===== src/rtl/btn_window_timer.sv =====
module btn_window_timer #(
  parameter int ARM_LEN  = 5,
  parameter int HOLD_LEN = 12,
  localparam int MAXLEN  = (ARM_LEN > HOLD_LEN) ? ARM_LEN : HOLD_LEN,
  localparam int CW      = (MAXLEN > 1) ? $clog2(MAXLEN) : 1
) (
  input  logic          clk,
  input  logic          rst,
  input  logic          btn_a,
  input  logic          btn_b,
  output logic          sel,
  output logic [CW-1:0] dbg_count,
  output logic [1:0]    dbg_state
);

  typedef enum logic [1:0] {ST_IDLE = 2'd0, ST_ARM = 2'd1, ST_HOLD = 2'd2} st_t;

  st_t           st, st_n;
  logic [CW-1:0] cnt, cnt_n;
  logic          a_q, b_q;
  logic          rise_a, rise_b, press, arm_go, arm_last, hold_last;

  always_ff @(posedge clk) begin
    a_q <= btn_a;
    b_q <= btn_b;
  end

  assign rise_a    = btn_a & ~a_q;
  assign rise_b    = btn_b & ~b_q;
  assign press     = rise_a | rise_b;
  assign arm_go    = rise_a & ~btn_b;
  assign arm_last  = (cnt == CW'(ARM_LEN - 1));
  assign hold_last = (cnt == CW'(HOLD_LEN - 1));

  always_comb begin
    st_n  = st;
    cnt_n = cnt + CW'(1);
    case (st)
      ST_IDLE: begin
        cnt_n = '0;
        if (arm_go) st_n = ST_ARM;
      end
      ST_ARM: begin
        if (press) begin
          st_n  = ST_HOLD;
          cnt_n = '0;
        end else if (arm_last) begin
          st_n  = ST_IDLE;
          cnt_n = '0;
        end
      end
      ST_HOLD: begin
        if (press || (hold_last && (btn_a || btn_b))) begin
          cnt_n = '0;
        end else if (hold_last) begin
          st_n  = ST_IDLE;
          cnt_n = '0;
        end
      end
      default: begin
        st_n  = ST_IDLE;
        cnt_n = '0;
      end
    endcase
  end

  always_ff @(posedge clk) begin
    if (rst) begin
      st  <= ST_IDLE;
      cnt <= '0;
    end else begin
      st  <= st_n;
      cnt <= cnt_n;
    end
  end

  assign sel       = (st == ST_HOLD);
  assign dbg_count = cnt;
  assign dbg_state = st;

  p_reset_r11: assert property (@(posedge clk)
    rst |=> (dbg_state == 2'd0 && dbg_count == '0 && !sel));

  p_idle_zero_r1: assert property (@(posedge clk) disable iff (rst)
    (st == ST_IDLE) |-> (cnt == '0 && !sel));

  p_arm_bound_r3: assert property (@(posedge clk) disable iff (rst)
    (st == ST_ARM) |-> (cnt < CW'(ARM_LEN)));

  p_arm_timeout_r3: assert property (@(posedge clk) disable iff (rst)
    (st == ST_ARM && arm_last && !press) |=> (st == ST_IDLE && !sel));

  p_arm_to_hold_r4: assert property (@(posedge clk) disable iff (rst)
    (st == ST_ARM && press) |=> (sel && cnt == '0));

  p_hold_sel_r5: assert property (@(posedge clk) disable iff (rst)
    (st == ST_HOLD && !hold_last) |=> sel);

  p_hold_restart_r6: assert property (@(posedge clk) disable iff (rst)
    (st == ST_HOLD && press) |=> (sel && cnt == '0));

  p_hold_held_r8: assert property (@(posedge clk) disable iff (rst)
    (st == ST_HOLD && hold_last && (btn_a || btn_b)) |=> (sel && cnt == '0));

  p_idle_ignore_r10: assert property (@(posedge clk) disable iff (rst)
    (st == ST_IDLE && !(btn_a && !a_q && !btn_b)) |=> (st == ST_IDLE));

endmodule


===== config.mk =====
export PLATFORM = sky130hd
export DESIGN_NAME = btn_window_timer
export DESIGN_NICKNAME = d
export VERILOG_FILES = /design/src/rtl/btn_window_timer.sv
export SDC_FILE = /design/constraint.sdc
export NUM_CORES = 1
export LEC_CHECK = 0
export ABC_AREA = 1
export BUFFER_PORTS_ARGS = -buffer_cell sky130_fd_sc_hd__buf_2
export CAP_MARGIN = 30
export CORE_AREA = 2 2 39 41
export CTS_BUF_LIST = sky130_fd_sc_hd__clkbuf_8
export CTS_CLUSTER_DIAMETER = 100
export DETAILED_ROUTE_END_ITERATION = 12
export DIE_AREA = 0 0 41 43
export GPL_TIMING_DRIVEN = 0
export SKIP_LAST_GASP = 1
export SLEW_MARGIN = 20
export SYNTH_ARGS = -nofsm -noshare
export SYNTH_HDL_FRONTEND = slang
export SYNTH_SLANG_ARGS = --single-unit
export TNS_END_PERCENT = 1

===== constraint.sdc =====
create_clock -name clk -period 1.32 [get_ports clk]
set_input_delay 0.33 -clock clk [delete_from_list [all_inputs] [get_ports clk]]
set_output_delay 0.33 -clock clk [all_outputs]
set_load 0.02 [all_outputs]

==> run metrics <==
worst vdd ir=696 µV; Routed WL=824 µm; worst hold stages=1; Vias=412; overall die height=43 µm; run status=complete, no violations; syn_area_per_cell=7.26 µm²; CP startpoint kind=register; slowest library cell on the worst path=dfxtp_4; top_reg_cell synth=dfxtp_1; clock buffer count from CTS=3; hold_buf cts=0; Fin Clk Skew=0.00672 ns; Post-Place Setup Slack=0.0263 ns; Top delay family on crit path=flip-flops; Clock Tree Buf Depth=2; drt pass-1 iters=2; gr ovfl total=0; io pins=11; top cells by area, synth=dfxtp_1 33%, ha_1 16%, inv_1 10%; Die X-Extent=41 µm; GRT Total Usage=12.2%; Root Driver=clkbuf_8; Core Region=1380 µm²; drt initial violations=1; R2R depth=9; top cell type's share of synthesized area=33.4%; Max H-tree Level=1; clk sinks=8; vias in the first global route=343; clk_lat worst skew=0.24 ns; Max Fclk=759 MHz; Tightest Hold Check Type=in2reg; worst-path cell chain=inv_2 -> ha_4 -> buf_2; crit path DAT=0.99 ns; Final TNS setup=0 ns; Largest stage delay, worst path=0.35 ns; Final WS setup=0.00246 ns; P&R area growth vs syn=32.4%; worst path bufs/invs=2; Mapped Nets=76; setup repair bufs after CTS=0; Post-synth EDFFs=0; period utilization=99.8%; hpwl dp=621 µm; CTS tree=done; RSZ-0062 raised after global routing=yes; Required @ worst endpoint=0.99 ns; worst slew pin tran=0.255 ns; Stages on worst setup path=3; Final Setup Violations=0; fin nets=91; Rel. slew slack=83.0%; sw frac=38.0%; Max Cap Violations=0; Netlist cell types=16; cell accounting for the most synthesized area=dfxtp_1; clock share of power=29.1%; sequential share of the synthesized area=33.4%; final hold slack=0.235 ns; Async S/R FF share, synth=0%; minimum clock period=1.32 ns; top cells by count, synth=13 x inv_1, 13 x nand2_1, 9 x nor2_1, 8 x dfxtp_1, 6 x ha_1; Logic pwr share=41.0%; Avg WL per Cell=8.58 µm; Final ANT Viol Nets=0; Die ar.=1760 µm²; Ys Warns=0; CP Max Fanout=4; Hold Violations, Final=0; Worst-path clk slew=0.05 ns; Post-Syn Instances=66; initial antenna violation count=0; # diodes=0; power share of the sequential group=29.9%; crit path kind=reg2out; Cell Rows=14; switching pwr=0.410 mW; gpl congestion=0.741; Worst R2R Setup Slack=0.04 ns; Slew Limit Fails=0; I/O Buffers=10; pin count of the biggest net entering global routing=7; #FFs+latches synth=8; first-pass GRT wire length=1.37 mm; Pwr Density=1700 nW/µm²; Leakage=0.314 nW; Initial Util=34.6%; share of cells above drive strength 1=35.0%; Mapped Area=479 µm²; Pint=0.668 mW; Crit. End Element=primary output; DRC=0; vias per cell=4.29
-- sequential cells by signal (all words and copies together), names as in the netlist --
| name | flops |
|---|---|
| b_q | 1 |
| a_q | 1 |
| dbg_count | 4 |
| dbg_state | 2 |
-- what timing repair did --
item,in CTS,in global routing
resized for setup,1,5
pin swaps,0,1
cloned,0,0
setup endpoints to repair,2,6
-- power by group through the flow --
stage                     registers, mW  logic (mW)  clock network (mW)
after floorplan                   0.351       0.303                   0
after global placement            0.322       0.417                   0
after detailed placement          0.322       0.414                   0
after CTS                         0.321       0.421               0.323
after global routing              0.326       0.496               0.331
final                             0.322       0.442               0.314
-- cells by family (layout without fill, tap and decap cells) --
family,after synthesis,in the layout,synth area share [%]
buffers and inverters,13,27,10.2
AO/OA/AOI/OAI,5,5,7.05
adder cells (fa/ha/maj),6,6,15.7
XOR/XNOR,2,2,3.66
flip-flops,8,8,33.4
AND/OR/NAND/NOR,32,32,30.0
-- worst paths after layout --
path	start	to
hold reg to reg	dbg_count[0]$_SDFF_PP0_	dbg_count[0]$_SDFF_PP0_
setup / recovery	dbg_state[0]$_SDFFE_PP0P_	sel
setup reg to reg	dbg_state[0]$_SDFFE_PP0P_	dbg_state[1]$_SDFFE_PP0P_
hold / removal	btn_b	b_q$_DFF_P_
-- worst register-to-register path, cell delays in order (launching register included) --
cell	delay [ns]
dfxtp_4	0.37
inv_2	0.06
ha_4	0.16
inv_1	0.06
o21bai_4	0.12
nand2_2	0.08
nor2_4	0.12
nand3_1	0.09
nand2_1	0.06
nor2_1	0.04
-- routing by layer --
| metal | GRT usage (%) | share of wire, % |
|---|---|---|
| met3 | 4.71 | 5.8 |
| met1 | 15.5 | 44 |
| met5 | 0 | 0 |
| met2 | 15.3 | 47 |
| met4 | 10.0 | 2.5 |
-- cell type report --
| class | instances | area (µm²) |
|---|---|---|
| Clock buffer | 3 | 41.3 |
| Clock inverter | 1 | 3.75 |
| Fill cell | 137 | 749 |
| Inverter | 13 | 48.8 |
| Multi-Input combinational cell | 45 | 303 |
| Sequential cell | 8 | 168 |
| Tap cell | 16 | 20.0 |
| Timing Repair Buffer | 10 | 50.0 |
-- placed cells by master (no fill, tap or decap), drive strengths merged, types with 2 or more instances in the layout --
| cell | count |
|---|---|
| ha | 6 |
| dfxtp | 8 |
| nand3 | 5 |
| a21oi | 2 |
| nor2 | 11 |
| inv | 14 |
| buf | 10 |
| clkbuf | 3 |
| nand2 | 15 |
| o21bai | 2 |
-- through the flow --
step / std cells / area (µm²) / power [mW] / util [%]
after floorplan: 66 / 499 / 0.654 / -
after global placement: 92 / 569 / 0.739 / 41.1
after detailed placement: 92 / 569 / 0.736 / 41.1
after CTS: 96 / 614 / 1.07 / 44.4
after global routing: 96 / 634 / 1.15 / 45.8
final: 96 / 634 / 1.08 / 45.8
Power figures use the tool's default switching activity.
